$ cat src/rtl/hr_pkg.sv
package hr_pkg;
    typedef enum logic {
        MODE_12H = 1'b0,
        MODE_24H = 1'b1
    } hr_mode_e;
endpackage

$ cat src/rtl/hr_onehot_ring.sv
module hr_onehot_ring #(
    parameter int N  = 10,
    parameter int IW = (N > 1) ? $clog2(N) : 1
) (
    input  logic          clk,
    input  logic          rst,
    input  logic          load_i,
    input  logic [IW-1:0] load_idx_i,
    input  logic          step_i,
    output logic [N-1:0]  ring_o,
    output logic          carry_o
);
    typedef struct packed {
        logic [N-1:0] ring;
    } ring_state_t;

    ring_state_t  st_d, st_q;
    logic [N-1:0] load_vec;
    logic [N-1:0] rot_vec;

    for (genvar k = 0; k < N; k++) begin : g_dec
        assign load_vec[k] = (load_idx_i == IW'(k));
    end

    if (N > 1) begin : g_rot
        assign rot_vec = {st_q.ring[N-2:0], st_q.ring[N-1]};
    end else begin : g_rot1
        assign rot_vec = st_q.ring;
    end

    always_comb begin
        st_d = st_q;
        if (load_i) begin
            st_d.ring = load_vec;
        end else if (step_i) begin
            st_d.ring = rot_vec;
        end
    end

    always_ff @(posedge clk) begin
        st_q <= st_d;
    end

    assign ring_o  = st_q.ring;
    assign carry_o = step_i & ~load_i & st_q.ring[N-1];


    onehot_chk: assert property (@(posedge clk) disable iff (rst)
        $countones(ring_o) == 1);


    hold_chk: assert property (@(posedge clk) disable iff (rst)
        (!step_i && !load_i) |=> $stable(ring_o));


    step_moves_chk: assert property (@(posedge clk) disable iff (rst)
        (step_i && !load_i) |=> (ring_o != $past(ring_o)));
endmodule

$ cat src/rtl/hr_wrap_ctrl.sv
module hr_wrap_ctrl
    import hr_pkg::*;
#(
    parameter int UNITS_N = 10,
    parameter int TENS_N  = 3,
    parameter int MAX12   = 12,
    parameter int MAX24   = 23,
    parameter int START12 = 1,
    parameter int START24 = 0,
    parameter int UIW     = $clog2(UNITS_N),
    parameter int TIW     = $clog2(TENS_N)
) (
    input  logic               clk,
    input  logic               rst,
    input  logic               adv_i,
    input  logic               mode_i,
    input  logic [UNITS_N-1:0] units_i,
    input  logic [TENS_N-1:0]  tens_i,
    output logic               load_o,
    output logic [UIW-1:0]     units_idx_o,
    output logic [TIW-1:0]     tens_idx_o,
    output logic               wrap_o
);
    localparam int M12_U = MAX12 % UNITS_N;
    localparam int M12_T = MAX12 / UNITS_N;
    localparam int M24_U = MAX24 % UNITS_N;
    localparam int M24_T = MAX24 / UNITS_N;
    localparam int S12_U = START12 % UNITS_N;
    localparam int S12_T = START12 / UNITS_N;
    localparam int S24_U = START24 % UNITS_N;
    localparam int S24_T = START24 / UNITS_N;
    localparam int P12_U = (MAX12 + 1) % UNITS_N;
    localparam int P12_T = (MAX12 + 1) / UNITS_N;

    typedef struct packed {
        hr_mode_e mode;
        logic     strobe;
    } ctrl_state_t;

    ctrl_state_t st_d, st_q;
    hr_mode_e    mode_in;
    logic        at_max;
    logic        wrap_evt;

    assign mode_in  = hr_mode_e'(mode_i);
    assign at_max   = (st_q.mode == MODE_24H) ? (tens_i[M24_T] & units_i[M24_U])
                                              : (tens_i[M12_T] & units_i[M12_U]);
    assign wrap_evt = adv_i & at_max;

    always_comb begin
        st_d        = st_q;
        st_d.strobe = 1'b0;
        if (rst) begin
            st_d.mode = mode_in;
        end else if (wrap_evt) begin
            st_d.mode   = mode_in;
            st_d.strobe = 1'b1;
        end
    end

    always_ff @(posedge clk) begin
        st_q <= st_d;
    end

    assign load_o      = rst | wrap_evt;
    assign units_idx_o = (mode_in == MODE_24H) ? UIW'(S24_U) : UIW'(S12_U);
    assign tens_idx_o  = (mode_in == MODE_24H) ? TIW'(S24_T) : TIW'(S12_T);
    assign wrap_o      = st_q.strobe;


    strobe_single_chk: assert property (@(posedge clk) disable iff (rst)
        wrap_o |=> !wrap_o);


    wrap12_start_chk: assert property (@(posedge clk) disable iff (rst)
        (wrap_o && st_q.mode == MODE_12H) |-> (units_i[S12_U] && tens_i[S12_T]));


    wrap24_start_chk: assert property (@(posedge clk) disable iff (rst)
        (wrap_o && st_q.mode == MODE_24H) |-> (units_i[S24_U] && tens_i[S24_T]));


    no_past_max12_chk: assert property (@(posedge clk) disable iff (rst)
        (st_q.mode == MODE_12H) |-> !(tens_i[P12_T] && units_i[P12_U]));


    adv_at_max_chk: assert property (@(posedge clk) disable iff (rst)
        (adv_i && at_max) |=> wrap_o);
endmodule

$ cat src/rtl/hour_ring_counter.sv
module hour_ring_counter #(
    parameter int UNITS_N = 10,
    parameter int TENS_N  = 3,
    parameter int MAX12   = 12,
    parameter int MAX24   = 23,
    parameter int START12 = 1,
    parameter int START24 = 0
) (
    input  logic               clk,
    input  logic               rst,
    input  logic               adv_i,
    input  logic               mode_i,
    output logic [UNITS_N-1:0] units_o,
    output logic [TENS_N-1:0]  tens_o,
    output logic               wrap_o
);
    localparam int UIW = $clog2(UNITS_N);
    localparam int TIW = $clog2(TENS_N);

    logic           load;
    logic [UIW-1:0] units_idx;
    logic [TIW-1:0] tens_idx;
    logic           units_carry;
    logic           tens_carry;

    hr_wrap_ctrl #(
        .UNITS_N(UNITS_N), .TENS_N(TENS_N), .MAX12(MAX12), .MAX24(MAX24),
        .START12(START12), .START24(START24), .UIW(UIW), .TIW(TIW)
    ) u_ctrl (
        .clk        (clk),
        .rst        (rst),
        .adv_i      (adv_i),
        .mode_i     (mode_i),
        .units_i    (units_o),
        .tens_i     (tens_o),
        .load_o     (load),
        .units_idx_o(units_idx),
        .tens_idx_o (tens_idx),
        .wrap_o     (wrap_o)
    );

    hr_onehot_ring #(.N(UNITS_N), .IW(UIW)) u_units (
        .clk       (clk),
        .rst       (rst),
        .load_i    (load),
        .load_idx_i(units_idx),
        .step_i    (adv_i),
        .ring_o    (units_o),
        .carry_o   (units_carry)
    );

    hr_onehot_ring #(.N(TENS_N), .IW(TIW)) u_tens (
        .clk       (clk),
        .rst       (rst),
        .load_i    (load),
        .load_idx_i(tens_idx),
        .step_i    (units_carry),
        .ring_o    (tens_o),
        .carry_o   (tens_carry)
    );


    tens_no_overflow_chk: assert property (@(posedge clk) disable iff (rst)
        !tens_carry);


    carry_moves_tens_chk: assert property (@(posedge clk) disable iff (rst)
        (units_carry && !load) |=> (tens_o != $past(tens_o)));
endmodule

$ cat config.mk
export PLATFORM = sky130hd
export DESIGN_NAME = hour_ring_counter
export DESIGN_NICKNAME = d
export VERILOG_FILES = /design/src/rtl/hr_pkg.sv /design/src/rtl/hr_onehot_ring.sv /design/src/rtl/hr_wrap_ctrl.sv /design/src/rtl/hour_ring_counter.sv
export SDC_FILE = /design/constraint.sdc
export NUM_CORES = 1
export LEC_CHECK = 0
export ABC_AREA = 0
export BUFFER_PORTS_ARGS = -buffer_cell sky130_fd_sc_hd__buf_4
export CAP_MARGIN = 20
export CORE_MARGIN = 2
export CORE_UTILIZATION = 43
export DETAILED_ROUTE_END_ITERATION = 7
export PLACE_DENSITY_LB_ADDON = 0.05
export RECOVER_POWER = 50
export SYNTH_ARGS = -nofsm -noshare
export SYNTH_HDL_FRONTEND = slang
export SYNTH_SLANG_ARGS = --single-unit
$ cat constraint.sdc
create_clock -name clk -period 1.4 [get_ports clk]
set_clock_uncertainty 0.1 [all_clocks]
set_input_delay 0.14 -clock clk [delete_from_list [all_inputs] [get_ports clk]]
set_output_delay 0.14 -clock clk [all_outputs]
set_load 0.05 [all_outputs]
Word-level counts from Yosys, hierarchy flattened. Index checks and enable logic that the tools add are counted.

Eq/ne operators: 9. Muxes and demuxes: 6. Bitwise operators: 7. Reductions and logical operators: 3.

Operators by type and width (number): 2-to-1 mux 10 bit (2); == test 1 x 3 -> 1 bit (second input constant) (4); == test 1 x 4 -> 1 bit (second input constant) (2); bitwise AND 1 bit (5); == test 1 x 2 -> 1 bit (second input constant) (2); zero test 4 bit (1); nonzero test 2 bit (2); 2-to-1 mux 1 bit (3); 2-to-1 mux 2 bit (1); == test 1 bit (second input constant) (1); inverter 1 bit (1); bitwise OR 1 bit (1).

Bits in registers: 15. Bits of input ports: 4. Output and inout bits: 14. Logic and storage cells: 29.

Logic depth before layout (Yosys ltp). Gate-level depths: netlist of the first run.

Depth in word-level cells: 7. Gate-level depth with buffers: 4. Mapped depth without buffers: 3.

Hierarchy. A second synthesis of the first run with hierarchy kept.

Cell total of the unflattened synthesis: 68. Area, all modules: 829.5 um2.

Modules (own cells, without submodules): hr_onehot_ring at u_units (instances 1, cells an instance 40, area an instance 541.8 um2, seq. area each 300.3 um2); hr_onehot_ring at u_tens (instances 1, cells an instance 13, area an instance 157.7 um2, seq. area each 90.1 um2); hr_wrap_ctrl (instances 1, cells an instance 15, area an instance 130.1 um2, seq. area each 50.0 um2).

Worst setup path before layout of the first run. OpenSTA, ideal clock, no wires.

Kind: flip-flop to flip-flop. Start: reg u_units.st_q (netlist bit u_units.ring_o[3]). End: reg u_units.st_q (netlist bit u_units.ring_o[0]) (data pin). Setup time: 260 ps. Arrival time: 1494 ps. Required time: 1040 ps. Slack: -454 ps. Stages on the path, launching flop included: 4. Path buffers: 0. Period minus slack after synthesis: 1854 ps. Path through: edfxtp_1 and4_2 nor3_4 mux2_2.

RTL lines: start, declared (RTL line hr_onehot_ring.sv:17) `ring_state_t st_d, st_q;`; start signal, assigned (RTL line hr_onehot_ring.sv:41) `st_q <= st_d;`.

==> results of run 1 <==
[logic make-up (layout without fill, tap and decap cells)]
group / Yosys count / count (layout) / synth area share
muxes: 2 / 2 / 0.0347
and+or+nand+nor: 23 / 23 / 0.241
buffers and inverters: 3 / 30 / 0.0306
DFF: 15 / 15 / 0.669
AOI/OAI and AO/OA: 2 / 2 / 0.0245
[critical path, stage by stage (launching register included)]
cell and delay, ns:
edfxtp_1 0.41, and4b_4 0.21, nor3_4 0.19, buf_4 0.16, and2b_2 0.21
[routing by layer]
metal | GRT usage | share of wire
met1 | 0.208 | 0.47
met2 | 0.203 | 0.44
met3 | 0.0261 | 0.069
met4 | 0.116 | 0.0098
met5 | 0 | 0
[registers in the layout, indices dropped and copies added, names as in the netlist]
signal          count
u_ctrl.st_q         1
u_ctrl.wrap_o       1
u_tens.ring_o       3
u_units.ring_o     10
[placed cells by master (no fill, tap or decap), drive strengths merged, types with 2 or more instances in the layout]
cell type / netlist / routed
a21boi: 2 / 2
buf: 1 / 21
nand3: 4 / 4
nor2: 2 / 2
inv: 2 / 2
and2: 8 / 8
clkbuf: 0 / 6
nand2: 4 / 4
edfxtp: 11 / 11
dfxtp: 4 / 4
[what timing repair did]
| item | in CTS | in global routing |
|---|---|---|
| pin swaps | 0 | 0 |
| hold buffers | 1 | 0 |
| hold endpoints to repair | 1 | 0 |
| endpoints found under the setup margin | 11 | 13 |
[path summary, 6_finish.rpt]
path,startpoint,endpoint,slack (ns),cells after the start
min,mode_i,u_units.ring_o[1],0.07,2
max reg2reg,u_units.ring_o[2],u_ctrl.st_q[1],-0.11,4
min reg2reg,u_tens.ring_o[0],u_tens.ring_o[1],0.40,2
max,u_units.ring_o[2],u_ctrl.st_q[1],-0.11,4
[power groups by stage]
| stage | Combinational [mW] | Clock (mW) | Sequential [mW] |
|---|---|---|---|
| after floorplan | 0.0403 | 0 | 0.645 |
| after global placement | 0.224 | 0 | 0.542 |
| after detailed placement | 0.225 | 0 | 0.543 |
| after CTS | 0.227 | 0.251 | 0.533 |
| after global routing | 0.236 | 0.271 | 0.538 |
| final | 0.225 | 0.245 | 0.532 |
[final cells by class]
type                    instances  area [µm²]  area share
clock buffers                   4        26.3      0.0316
well taps                      15        18.8      0.0226
repair buffers                 24         178       0.214
flip-flops and latches         15         412       0.495
multi-input cells              27         190       0.229
inverters                       2        7.51     0.00902
[through the flow]
stage / cells / worst slack, ns / util / hold slack, ns
2_1_floorplan: 45 / -0.447 / - / 0.112
3_3_place_gp: 82 / -0.0736 / 0.608 / 0.245
3_5_place_dp: 82 / -0.107 / 0.608 / 0.242
4_1_cts: 87 / -0.120 / 0.635 / 0.0590
5_1_grt: 87 / -0.166 / 0.632 / 0.0657
6_report: 87 / -0.106 / 0.632 / 0.0660
==> impl_metrics.toml, run 1 <==
[detailed_routing]
drcViolationCount = 0
drt_iter0_drc = 3
dr.pass1.iters = 4
drt.antenna.violating_nets = 0
vias = 423
totalWireLength_um = 1120
vias_per_cell = 4.86
routedWlPerCell_um = 12.9

[cts]
cts_setup_buffers = 0
clockRootBuffer = "clkbuf_4"
clock_latency_ns = 0.28
clock_sinks = 15
cts_max_level = 1
cts-resized-gates = 0
cts_made_buffers = 3
cts_tree = "built"
clock_path_buffers = 2
path_clk_slew_ns = 0.09

[setup_path]
cp-start-kind = "flip-flop"
endpoint_kind = "flip-flop"
crit_type = "flip-flop to flip-flop"
worstPathMaxFanout = 5
worstPathRequired_ns = 1.34
cp.arrival_ns = 1.45

[finish]
layout.nets = 77
fillers = 112
antenna_cells = 0
final_area_um2 = 832
drive_gt1_frac = 0.486
area_growth_pct = 35.7

[power_and_ir_drop]
swShare = 0.300
power_mw = 1.00
p_leak_nw = 0.365
power_frac_seq = 0.531
pwr-share-clk = 0.244
power.net_switching_uw = 301
vdd_drop_max_mv = 0.738
powerDensity_nw_per_um2 = 1200
combPwrFrac = 0.224
power.internal_uw = 702

[job]
cap_violations = 0

[timing]
worst_slew_pin_slew_ns = 0.276
hold_violations = 0
min_period_over_period = 1.08
finalMaxSlewViolations = 0
setup_ws_ns = -0.106
rsz0062_at_grt = "true"
setup_viol = 11
max_clock_freq_ghz = 0.664
slew-limit-headroom = 0.817
fin_tns_setup_ns = -0.558
layout_min_cycle_time_ns = 1.51

[grt]
grt-ovfl-total = 0
grt_first_pass_wirelength_um = 1860
antenna_found_initial = 0
grt_max_degree = 11
grt.total_usage = 0.150
grt_pass1_vias = 403

[synthesis]
netlist_top_cells_count = "edfxtp_1, and2_1, dfxtp_1, nand2_1, nand3_1"
synth_top_area_frac = 0.539
yosysWarnings = 0
synthCells = 45
synth-async-reset-ratio = 0
yosys.area.top_type = "edfxtp_1"
ys_ff_latch = 15
synth_edf_count = 11
synth_ff_type = "edfxtp_1"
yosysSeqAreaShare = 0.669
synth_cell_types = 16
netlist_area_um2 = 613
synth_area_leaders = "edfxtp_1, dfxtp_1, and2_1"
synthesis.nets = 49
synth_most_common_cell = "edfxtp_1"
syn_area_per_cell_um2 = 13.6

[worst_hold_path]
hp-class = "primary input to flip-flop"

[floorplan]
io_pins = 18
rows = 13
die_h_um = 41.8
die_area_um2 = 1740
die_w_um = 41.8
coreArea_um2 = 1320
start_util = 0.465

[placed_design]
place_area_um2 = 801
port_buffers = 17
gp_congestion = 0.716

[outcome]
failed_checks = "setup timing"
status = "finished with violations"
No activity file was read; power rests on OpenSTA's default activity.
==> run 2, diff against run 1 <==
- CORE_UTILIZATION: 43 -> 34
- RECOVER_POWER: 50 -> default
==> run 2 against run 1 <==
The flow still finishes with violations (setup timing). Power is 1.3% higher. Cell area rose by 8.1%. Cell count increased by 16%. Largest power group unchanged. Highest routed layer unchanged.
==> impl_metrics.toml, run 2 (synthesis gave the netlist of run 1 again) <==
[floorplan]
die_area_um2 = 2160
die_h_um = 46.5
io_pins = 18
die_w_um = 46.5
rows = 15
coreArea_um2 = 1710
start_util = 0.359

[timing]
layout_min_cycle_time_ns = 1.55
slew-limit-headroom = 0.823
finalMaxSlewViolations = 0
fin_tns_setup_ns = -1.08
hold_violations = 0
min_period_over_period = 1.11
max_clock_freq_ghz = 0.646
worst_slew_pin_slew_ns = 0.265
setup_viol = 14
timing.hold.ws_ns = 0.0740
setup_ws_ns = -0.148
rsz0062_at_grt = "true"

[detailed_routing]
totalWireLength_um = 1160
routedWlPerCell_um = 11.4
drt.antenna.violating_nets = 0
dr.pass1.iters = 3
vias_per_cell = 4.32
drt_iter0_drc = 1
drcViolationCount = 0
vias = 436

[power_and_ir_drop]
power.internal_uw = 714
vdd_drop_max_mv = 0.695
combPwrFrac = 0.239
swShare = 0.296
power.net_switching_uw = 300
powerDensity_nw_per_um2 = 1130
p_leak_nw = 0.396
pwr-share-clk = 0.236
power_mw = 1.01
power_frac_seq = 0.525

[setup_path]
endpoint_kind = "flip-flop"
cp-start-kind = "flip-flop"
cp.arrival_ns = 1.48
cp_slowest_cell = "edfxtp_1"
crit_type = "flip-flop to flip-flop"
worstPathRequired_ns = 1.33
cp_top_family = "simple AND/OR/NAND/NOR gates"
worstPathMaxFanout = 5
cp_slowest_stage_delay_ns = 0.39
crit_buf_inv = 2
crit_chain = "and4b_4 > nor3_4 > buf_4 > buf_6 > and2_1"

[outcome]
status = "finished with violations"
failed_checks = "setup timing"

[grt]
grt.total_usage = 0.126
grt_pass1_vias = 407
grt_max_degree = 11
grt-ovfl-total = 0
grt_first_pass_wirelength_um = 1770
antenna_found_initial = 0

[placed_design]
pre_cts_slack_ns = -0.136
dpl.hpwl_um = 827
gp_congestion = 0.703
port_buffers = 17
place_area_um2 = 828

[cts]
clockRootBuffer = "clkbuf_4"
cts_max_level = 1
clock_sinks = 15
clock_latency_ns = 0.27
clock_path_buffers = 2
cts_tree = "built"
path_clk_slew_ns = 0.09
cts_made_buffers = 3

[finish]
antenna_cells = 0
regArea_um2 = 412
final_area_um2 = 900
area_growth_pct = 46.7
multiInputGateArea_um2 = 206
layout_common_cells = "buf_4, edfxtp_1, and2_1"
fillers = 157
drive_gt1_frac = 0.566
layout.nets = 81
layout_commonest_cell = "buf_4"
largest_reg_flops = 10

[job]
cap_violations = 0

[worst_hold_path]
hp-class = "primary input to flip-flop"
[run 2: final timing paths]
path | depth (start not counted) | end | from | slack (ns)
min reg2reg | 2 | u_tens.ring_o[1] | u_tens.ring_o[0] | 0.39
max | 5 | u_units.ring_o[4] | u_ctrl.st_q[1] | -0.15
min | 2 | u_units.ring_o[1] | mode_i | 0.07
max reg2reg | 5 | u_units.ring_o[4] | u_ctrl.st_q[1] | -0.15
[run 2: cell type report]
| cell class | instances | share of cell area |
|---|---|---|
| multi-input cells | 27 | 0.229 |
| clock buffers | 4 | 0.0292 |
| well taps | 25 | 0.0348 |
| inverters | 2 | 0.00834 |
| repair buffers | 28 | 0.241 |
| flip-flops and latches | 15 | 0.458 |
[run 2: power groups by stage]
stage / Combinational, mW / Sequential, mW / Clock, mW
2_1_floorplan: 0.0403 / 0.645 / 0
3_3_place_gp: 0.228 / 0.542 / 0
3_5_place_dp: 0.228 / 0.542 / 0
4_1_cts: 0.246 / 0.533 / 0.248
5_1_grt: 0.253 / 0.537 / 0.270
6_report: 0.242 / 0.533 / 0.240
[run 2: through the flow]
step            util  instances
2_1_floorplan      -         45
3_3_place_gp   0.485         94
3_5_place_dp   0.485         94
4_1_cts        0.532        102
5_1_grt        0.527        101
6_report       0.527        101
[run 2: per-layer routing]
layer,up-vias,global-route usage,part of all wire
met5,-,0,0
met4,0,0.0857,0.015
met3,2,0.0235,0.042
met2,12,0.194,0.45
met1,202,0.158,0.49
li1,220,-,-
[run 2: worst register-to-register path, delay by kind of cell (launching register included)]
family / cells / cell delay [ns]
DFF: 1 / 0.39
and+or+nand+nor: 3 / 0.57
buffers and inverters: 2 / 0.25
[run 2: timing repair]
action                                  in CTS  in global routing
endpoints found under the setup margin      12                 15
pin swaps                                    4                  1
gates resized for setup                      9                  1
endpoints found under the hold margin        1                  0
setup buffers                                2                  0
cloned                                       1                  0
hold buffers                                 1                  0
==> run 3, diff against run 2 <==
- HOLD_SLACK_MARGIN: default -> 0.1
- PLACE_DENSITY: default -> 0.7
- PLACE_DENSITY_LB_ADDON: 0.05 -> default
- REMOVE_ABC_BUFFERS: default -> 1
==> run 3 against run 2 <==
The run still ends with setup timing left. Register-to-register slack about the same. Sequential share of layout area down 1.6 points. Worst setup slack worse by 0.0063 ns. Wire length up 12%. Sequential cell count unchanged. Utilization up 1.8 points. Non-clock buffer count up 1. Global-route usage up 2.5 points. Largest cell class unchanged. Highest routed layer unchanged.
==> impl_metrics.toml, run 3 (synthesis gave the netlist of run 1 again) <==
[setup_path]
crit_buf_inv = 1
endpoint_kind = "flip-flop"
cp_top_family = "simple AND/OR/NAND/NOR gates"
cp_slowest_cell = "edfxtp_1"
worstPathRequired_ns = 1.35
crit_type = "flip-flop to flip-flop"
worstPathMaxFanout = 8
cp-start-kind = "flip-flop"
crit_chain = "and4b_4 > nor3_4 > buf_6 > and2b_2"
cp.arrival_ns = 1.51
cp_slowest_stage_delay_ns = 0.40

[finish]
area_growth_pct = 51.6
layout.nets = 82
drive_gt1_frac = 0.597
stdcell_count = 102
layout_common_cells = "buf_4, edfxtp_1, and2_4"
largest_reg_flops = 10
layout_commonest_cell = "buf_4"
antenna_cells = 0
fin_util = 0.544

[timing]
slew-limit-headroom = 0.832
hold_violations = 0
fin_tns_setup_ns = -0.922
timing.hold.ws_ns = 0.139
setup_viol = 13
worst_slew_pin_slew_ns = 0.253
max_clock_freq_ghz = 0.643
rsz0062_at_grt = "true"
layout_min_cycle_time_ns = 1.55
finalMaxSlewViolations = 0
min_period_over_period = 1.11
setup_ws_ns = -0.155

[floorplan]
die_h_um = 46.5
die_w_um = 46.5
io_pins = 18
die_area_um2 = 2160
coreArea_um2 = 1710
start_util = 0.359
rows = 15

[detailed_routing]
vias = 458
vias_per_cell = 4.49
drt.antenna.violating_nets = 0
drcViolationCount = 0
totalWireLength_um = 1290
dr.pass1.iters = 4
routedWlPerCell_um = 12.6
drt_iter0_drc = 2

[placed_design]
place_inst = 93
pre_cts_slack_ns = -0.136
port_buffers = 17
dpl.hpwl_um = 842
gp_congestion = 0.715

[cts]
path_clk_slew_ns = 0.09
clockRootBuffer = "clkbuf_4"
clock_sinks = 15
cts_made_buffers = 3
cts_tree = "built"
clock_path_buffers = 2
cts_max_level = 1
clock_latency_ns = 0.29

[power_and_ir_drop]
powerDensity_nw_per_um2 = 1130
p_leak_nw = 0.413
vdd_drop_max_mv = 0.605

[job]
cap_violations = 0

[grt]
grt_first_pass_wirelength_um = 2080
grt-ovfl-total = 0
grt_pass1_vias = 432
grt.total_usage = 0.150
grt_max_degree = 11
antenna_found_initial = 0

[worst_hold_path]
hp-class = "primary input to flip-flop"

[outcome]
status = "finished with violations"
failed_checks = "setup timing"
run 3: final cells by class:
cell class	instances	area [µm²]
flip-flops and latches	15	410
well taps	25	31.3
repair buffers	29	241
inverters	2	7.51
multi-input cells	27	213
clock buffers	4	26.3
fillers	154	778
run 3: final timing paths:
path / from / to / slack, ns / cells after the start
worst max-delay path: u_units.ring_o[2] / u_ctrl.st_q[1] / -0.15 / 4
worst min-delay path: adv_i / u_tens.ring_o[0] / 0.14 / 4
worst max register to register: u_units.ring_o[2] / u_ctrl.st_q[1] / -0.15 / 4
worst min register to register: u_tens.ring_o[0] / u_tens.ring_o[0] / 0.40 / 2
run 3: per-stage QoR:
stage | power, mW | area [µm²]
global route | 1.09 | 930
finish | 1.05 | 930
detailed placement | 0.766 | 813
global placement | 0.763 | 813
floorplan | 0.680 | 602
CTS | 1.03 | 881
run 3: tightest hold or removal path, stage by stage:
cell and delay (ns):
buf_4 0.10, buf_4 0.12, nand3_1 0.07, nand3_1 0.07
run 3: power by group:
part	internal, mW	switching (mW)	leakage, nW
Combinational	0.107	0.156	0.247
Sequential	0.513	0.0202	0.151
Clock	0.111	0.143	0.0150
Total	0.731	0.319	0.413
run 3: repair_timing:
| action | CTS | global route |
|---|---|---|
| hold buffers | 1 | 1 |
| hold endpoints to repair | 4 | 3 |
| pin swaps | 2 | 7 |
| cloned | 0 | 0 |
| setup endpoints to repair | 11 | 17 |
| buffers inserted | 4 | 2 |
| resized for setup | 3 | 15 |
run 3: per-layer routing:
layer  part of all wire  vias up  track usage
met3              0.061        4       0.0588
li1                   -      220            -
met1               0.42      218        0.178
met5                  0        -            0
met2               0.50       16        0.231
met4              0.022        0       0.0857
